[src/rtl/bincnt_pkg.sv]
`timescale 1ns/1ps
package bincnt_pkg;

    // Action taken by the count register at the next rising edge
    typedef enum logic [1:0] {
        OP_HOLD  = 2'd0,
        OP_LOAD  = 2'd1,
        OP_COUNT = 2'd2
    } cnt_op_e;

endpackage

[src/rtl/bincnt_ctl.sv]
`timescale 1ns/1ps
module bincnt_ctl
    import bincnt_pkg::*;
(
    input  logic    load_n,
    input  logic    en_p,
    input  logic    en_t,
    output cnt_op_e op
);

    // Load wins over counting; counting needs both enables
    always_comb begin
        if (!load_n) begin
            op = OP_LOAD;
        end else if (en_p && en_t) begin
            op = OP_COUNT;
        end else begin
            op = OP_HOLD;
        end
    end

endmodule

[src/rtl/bincnt_carry.sv]
`timescale 1ns/1ps
module bincnt_carry #(
    parameter int WIDTH = 4
) (
    input  logic [WIDTH-1:0] cnt,
    input  logic             en_t,
    output logic             carry
);

    localparam int CHAIN = WIDTH + 1;

    // Serial AND chain seeded by the enable, one link per count bit
    logic [CHAIN-1:0] link;

    assign link[0] = en_t;

    for (genvar i = 0; i < WIDTH; i++) begin : g_link
        assign link[i+1] = link[i] & cnt[i];
    end

    assign carry = link[CHAIN-1];

endmodule

[src/rtl/bincnt_reg.sv]
`timescale 1ns/1ps
module bincnt_reg
    import bincnt_pkg::*;
#(
    parameter int WIDTH = 4
) (
    input  logic             clk,
    input  logic             clr_n,
    input  cnt_op_e          op,
    input  logic [WIDTH-1:0] data,
    output logic [WIDTH-1:0] cnt
);

    localparam logic [WIDTH-1:0] STEP = WIDTH'(1);

    typedef struct packed {
        logic [WIDTH-1:0] cnt;
    } state_t;

    state_t st_d;
    state_t st_q;

    always_comb begin
        st_d = st_q;
        unique case (op)
            OP_LOAD:  st_d.cnt = data;
            OP_COUNT: st_d.cnt = st_q.cnt + STEP;
            default:  st_d.cnt = st_q.cnt;
        endcase
    end

    always_ff @(posedge clk or negedge clr_n) begin
        if (!clr_n) begin
            st_q <= '0;
        end else begin
            st_q <= st_d;
        end
    end

    assign cnt = st_q.cnt;


    always @(negedge clk) begin
        if (clr_n === 1'b0) begin
            clear_zero_chk: assert (st_q.cnt == '0);
        end
    end


    load_copy_chk: assert property (@(posedge clk) disable iff (!clr_n)
        (op == OP_LOAD) |=> (st_q.cnt == $past(data)));


    count_step_chk: assert property (@(posedge clk) disable iff (!clr_n)
        (op == OP_COUNT) |=> (st_q.cnt == $past(st_q.cnt) + STEP));


    hold_value_chk: assert property (@(posedge clk) disable iff (!clr_n)
        (op == OP_HOLD) |=> $stable(st_q.cnt));

endmodule

[src/rtl/bincnt_preset.sv]
`timescale 1ns/1ps
module bincnt_preset
    import bincnt_pkg::*;
#(
    parameter int WIDTH = 4
) (
    input  logic             clk,
    input  logic             clr_n,
    input  logic             load_n,
    input  logic             en_p,
    input  logic             en_t,
    input  logic [WIDTH-1:0] data,
    output logic [WIDTH-1:0] cnt,
    output logic             carry
);

    cnt_op_e op;

    bincnt_ctl u_ctl (
        .load_n (load_n),
        .en_p   (en_p),
        .en_t   (en_t),
        .op     (op)
    );

    bincnt_reg #(.WIDTH(WIDTH)) u_reg (
        .clk   (clk),
        .clr_n (clr_n),
        .op    (op),
        .data  (data),
        .cnt   (cnt)
    );

    bincnt_carry #(.WIDTH(WIDTH)) u_carry (
        .cnt   (cnt),
        .en_t  (en_t),
        .carry (carry)
    );


    always @(negedge clk) begin
        if (clr_n === 1'b0) begin
            clear_carry_chk: assert (carry == 1'b0);
        end
    end


    carry_full_chk: assert property (@(posedge clk) disable iff (!clr_n)
        carry |-> (cnt == '1));


    carry_gate_chk: assert property (@(posedge clk) disable iff (!clr_n)
        !en_t |-> !carry);


    wrap_zero_chk: assert property (@(posedge clk) disable iff (!clr_n)
        (carry && en_p && load_n) |=> (cnt == '0));

endmodule

[config.mk]
export PLATFORM = sky130hd
export DESIGN_NAME = bincnt_preset
export DESIGN_NICKNAME = d
export VERILOG_FILES = /design/src/rtl/bincnt_pkg.sv /design/src/rtl/bincnt_ctl.sv /design/src/rtl/bincnt_carry.sv /design/src/rtl/bincnt_reg.sv /design/src/rtl/bincnt_preset.sv
export SDC_FILE = /design/constraint.sdc
export NUM_CORES = 1
export LEC_CHECK = 0
export BUFFER_PORTS_ARGS = -buffer_cell sky130_fd_sc_hd__clkbuf_2
export CAP_MARGIN = 20
export CORE_AREA = 5 5 42 44
export CTS_BUF_LIST = sky130_fd_sc_hd__clkbuf_16
export CTS_CLUSTER_SIZE = 12
export DETAILED_ROUTE_END_ITERATION = 8
export DIE_AREA = 0 0 47 49
export HOLD_SLACK_MARGIN = 0.06
export PLACE_DENSITY_LB_ADDON = 0.15
export SLEW_MARGIN = 20
export SYNTH_ARGS = -nofsm -noshare
export SYNTH_HDL_FRONTEND = slang
export SYNTH_HIERARCHICAL = 1
export SYNTH_SLANG_ARGS = --single-unit
export TNS_END_PERCENT = 50
[constraint.sdc]
create_clock -name clk -period 3.5 [get_ports clk]
set_clock_uncertainty 0.05 [all_clocks]
set_input_delay 0.35 -clock clk [delete_from_list [all_inputs] [get_ports clk]]
set_output_delay 0.35 -clock clk [all_outputs]
set_load 0.05 [all_outputs]
# Yosys cells after proc, flatten, opt, wreduce, memory -nomap -nowiden

Cells that the tools add are included.

Register bits: 4
Latch bits: 0
Memory bits (writable): 0
ROM bits: 0
Input bits: 9
Output and inout bits: 5
Logic and storage cells: 13
Memories: 0

Add/sub/neg operators: 1
Multiply operators: 0
Div/mod/pow operators: 0
$lt $le $gt $ge: 0
Equal/unequal tests: 2
Shift-type cells: 0
Multiplexer cells: 3
Bitwise operators: 4
Reductions and logical operators: 2

Operator list:

| cell                                           | count |
|---|---|
| one-hot mux 4 bit (2 select lines)             | 1 |
| adder 4 x 1 -> 4 bit (second input constant)   | 1 |
| AND 1 bit                                      | 4 |
| two-way mux 2 bit                              | 2 |
| == test 2 x 1 -> 1 bit (second input constant) | 1 |
| == test 2 bit (second input constant)          | 1 |
| nonzero test 2 bit                             | 1 |
| logical AND 1 bit                              | 1 |

# Longest topological paths before layout

Word-level depth: 5
Gate-level depth with buffers: 7
Depth with buffers taken out: 6

# Cells and area by module

The synthesis kept the hierarchy.

By module, submodules not included:

| module       | times used | cells each | area an instance (um^2) | sequential area each (um^2) |
|---|---|---|---|---|
| bincnt_reg   | 1          | 25         | 249.0                   | 100.1 |
| bincnt_carry | 1          | 3          | 12.5                    | 0.0 |
| bincnt_ctl   | 1          | 2          | 10.0                    | 0.0 |

# Worst setup path before layout

No wires, ideal clock.

Kind: reg2out
From: register u_reg.st_q, in the netlist u_reg/cnt[2]
To: output port carry
Data arrival time: 1.471 ns
Data required time: 3.100 ns
Setup slack: 1.629 ns
Cell stages (with the launch flop): 3
Path buffers: 0
Path through: dfrtp_1 nand3_1 nor2_1

Cells in the longest elaborated chain, start to end: 2

RTL lines:

| element                  | line                | source |
|---|---|---|
| start: declaration       | bincnt_reg.sv:21    | `state_t st_q;` |
| start signal: assignment | bincnt_reg.sv:36    | `st_q <= st_d;` |
| AND 1 bit (2 in a row)   | bincnt_carry.sv:18  | `assign link[i+1] = link[i] & cnt[i];` |
| end: declaration         | bincnt_preset.sv:14 | `output logic carry` |

Every way passes these cells.

# Worst setup path after layout

From: input port en_t
To: register u_reg.st_q, in the netlist u_reg/cnt[3]

Cells in the longest elaborated chain, start to end: 5
Elaborated cells on any way between the ends: 7
Classes of those cells: eq/ne (2); mux (3); reduce/logical (2)

RTL lines:

| element                                                                  | line                | source |
|---|---|---|
| start: declaration                                                       | bincnt_preset.sv:11 | `input logic en_t,` |
| logical AND 1 bit (*)                                                    | bincnt_ctl.sv:15    | `end else if (en_p && en_t) begin` |
| two-way mux 2 bit (*)                                                    | bincnt_ctl.sv:15    |  |
| two-way mux 2 bit (*)                                                    | bincnt_ctl.sv:13    | `if (!load_n) begin` |
| named net op[1]                                                          | bincnt_preset.sv:17 | `cnt_op_e op;` |
| == test 2 bit or == test 2 x 1 -> 1 bit (tied branches)                  | bincnt_reg.sv:25    | `unique case (op)` |
| one-hot mux 4 bit (2 select lines) or nonzero test 2 bit (tied branches) | -                   |  |

Mark *: on every way through the listed nets, which the timed path passes. The rest lies on a longest branch.
A chain may end at the register's enable or synchronous reset.

==> results.json <==
{
  "globalRoute.totalOverflow": 0,
  "holdCritPathClass": "in2reg",
  "critical_path.endpoint_type": "flip-flop",
  "cts_repair_resize_count": 0,
  "drc": 0,
  "cts_tree": "yes",
  "drive_above_1_share_pct": 34.8,
  "finalHoldViolCount": 0,
  "maxClockFrequency_ghz": 0.662,
  "routed_wirelength_microns": 686,
  "dieHeight_microns": 49,
  "share_clk_of_total_power_pct": 58.7,
  "synthesis.instances": 30,
  "syn_area_sq_um": 272,
  "cp-startpoint": "en_t",
  "track_usage_pct": 7.06,
  "viasPerCell": 4.29,
  "largest_net_degree_at_the_start_of_global_routing": 9,
  "fin_crit_ns": 1.51,
  "vias_in_the_first_global_route": 230,
  "finalSetupTns_ns": 0,
  "power.combinational.fraction_pct": 20.5,
  "routedWlPerCell_microns": 11.1,
  "ys_warn_count": 6,
  "num_io_pins": 14,
  "placed_cells": 58,
  "ys_seq_elements": 4,
  "net-switching-power_uw": 85.5,
  "row_count": 14,
  "layout-area-overhead-vs-synth_pct": 58.5,
  "r2r-start": "u_reg/cnt[2]$_DFFE_PN0P_",
  "max-cap-violations": 0,
  "power-per-cell-area_nw_per_um2": 709,
  "rsz0062_at_grt": "no",
  "maximum_ir_drop_on_the_vdd_rail_mv": 0.265,
  "cts_max_level": 1,
  "num-fill-cells": 162,
  "postSynthNetCount": 41,
  "antennaDiodeCount": 0,
  "postCtsSetupBuffers": 0,
  "global_route_wire_length_before_repair_microns": 1030,
  "place.gp.congestion": 0.610,
  "placeableCoreArea_sq_um": 1400,
  "cp-start-kind": "input port",
  "timing.critical_path.arrival_ns": 1.62,
  "report.final.slew_viol_count": 0,
  "min_period_over_period_pct": 43.1,
  "yosys.cell_types.count": 12,
  "worst-endpoint-required_ns": 3.61,
  "max_reg_flops": 4,
  "die_area_sq_um": 2300,
  "final_area_sq_um": 430,
  "power.static_leakage_nw": 0.227,
  "route.vias.total": 266,
  "port_buffers": 13,
  "dpl-instance-area_sq_um": 345,
  "ant_nets": 0,
  "timing.final.setup_violations": 0,
  "worst_skew_pair.late_latency_ns": 0.23,
  "switch_share_pct": 28.0,
  "post_cts_hold_buffer_count": 1,
  "synth_sequential_area_ratio_pct": 36.9,
  "worst-slew-pin-transition_ns": 0.278,
  "p_int_uw": 219,
  "sequential_share_of_power_pct": 20.7,
  "start_util_pct": 19.4,
  "clock-sinks": 4,
  "initial_antenna_violation_count": 0,
  "mean_area_per_synthesized_cell_sq_um": 9.05,
  "cts_root_buf": "sky130_fd_sc_hd__clkbuf_16",
  "chipWidth_microns": 47,
  "clock_slew_seen_by_the_registers_of_the_worst_setup_and_hold_paths_ns": 0.03,
  "post_layout_nonfiller_instances": 62,
  "crit_type": "in2reg",
  "ctsLongestPathBuffers": 2,
  "design.final.nets": 59,
  "tritoncts.num_buffers": 3,
  "worstHoldStart": "data[2]",
  "drt_pass1_iterations": 4,
  "status": "finished, final reports clean",
  "first_iter_violations": 2,
  "slew-limit-headroom_pct": 81.6,
  "critical_path_peak_fanout": 8
}
==> cell usage after synthesis, drive strengths merged <==
cell / n / share of area (%)
nand2: 2 / 2.8
nand3: 4 / 7.4
or4b: 1 / 3.7
nor2: 3 / 4.1
mux2i: 4 / 15
o21ai: 2 / 3.7
dfrtp: 4 / 37
ha: 2 / 9.2
and3: 1 / 2.3
buf: 1 / 4.1
a22oi: 2 / 5.5
inv: 4 / 5.5
==> layout by cell type (no fill, tap or decap), drive strengths merged <==
| cell type | count |
|---|---|
| clkbuf | 16 |
| inv | 4 |
| or4b | 1 |
| and3 | 1 |
| nor2 | 3 |
| dlygate4sd3 | 1 |
| o21ai | 2 |
| a22oi | 2 |
| ha | 2 |
| nand3 | 4 |
| mux2i | 4 |
| nand2 | 2 |
| dfrtp | 4 |
==> per-layer routing <==
metal	GRT usage (%)	part of all wire (%)	wire length [microns]
met2	7.24	41	281
met1	8.41	46	314
met5	0	0	0
met4	8.29	3.1	21
met3	4.43	9.9	68
==> layout make-up <==
type	count	area (sq um)	area share (%)
Clock buffer	3	75.1	17.4
Inverter	4	15.0	3.49
Multi-Input combinational cell	21	145	33.7
Sequential cell	4	100	23.3
Tap cell	16	20.0	4.65
Timing Repair Buffer	14	75.1	17.4
==> through the flow <==
stage	total power, mW	util (%)	worst slack, ns	hold WS (ns)
after global routing	0.319	30.7	1.94	0.330
after floorplan	0.110	-	1.63	0.00441
final	0.305	30.7	1.99	0.317
after detailed placement	0.127	24.6	1.77	0.121
after global placement	0.127	24.6	1.78	0.123
after CTS	0.311	30.7	1.97	0.317
==> power by group through the flow <==
| stage | sequential, mW | combinational [mW] | clock, mW |
|---|---|---|---|
| final | 0.0633 | 0.0626 | 0.179 |
| after global routing | 0.0650 | 0.0676 | 0.186 |
| after CTS | 0.0638 | 0.0636 | 0.183 |
| after detailed placement | 0.0643 | 0.0626 | 0 |
| after global placement | 0.0645 | 0.0628 | 0 |
| after floorplan | 0.0873 | 0.0226 | 0 |
==> critical path, cell delays in order <==
cell and delay [ns]:
sky130_fd_sc_hd__clkbuf_2 0.09, sky130_fd_sc_hd__and3_1 0.16, sky130_fd_sc_hd__ha_1 0.39, sky130_fd_sc_hd__or4b_1 0.53, sky130_fd_sc_hd__nand3_1 0.10
==> final timing paths <==
kind	end	cells past startpoint	slack [ns]
max	u_reg/cnt[3]$_DFFE_PN0P_	5	1.99
min	u_reg/cnt[2]$_DFFE_PN0P_	3	0.32
max reg2reg	u_reg/cnt[3]$_DFFE_PN0P_	3	2.29
min reg2reg	u_reg/cnt[1]$_DFFE_PN0P_	2	0.52
max in group asynchronous	u_reg/cnt[2]$_DFFE_PN0P_	2	2.85
min in group asynchronous	u_reg/cnt[1]$_DFFE_PN0P_	2	0.42
==> kinds of logic (layout without fill, tap and decap cells) <==
logic type / Yosys count / after routing / synth area share, %
compound gates: 4 / 4 / 9.22
fa+ha+maj: 2 / 2 / 9.22
buf+inv: 5 / 21 / 9.68
flops: 4 / 4 / 36.9
mux: 4 / 4 / 14.7
simple gates: 11 / 11 / 20.3
Power figures use the tool's default switching activity.
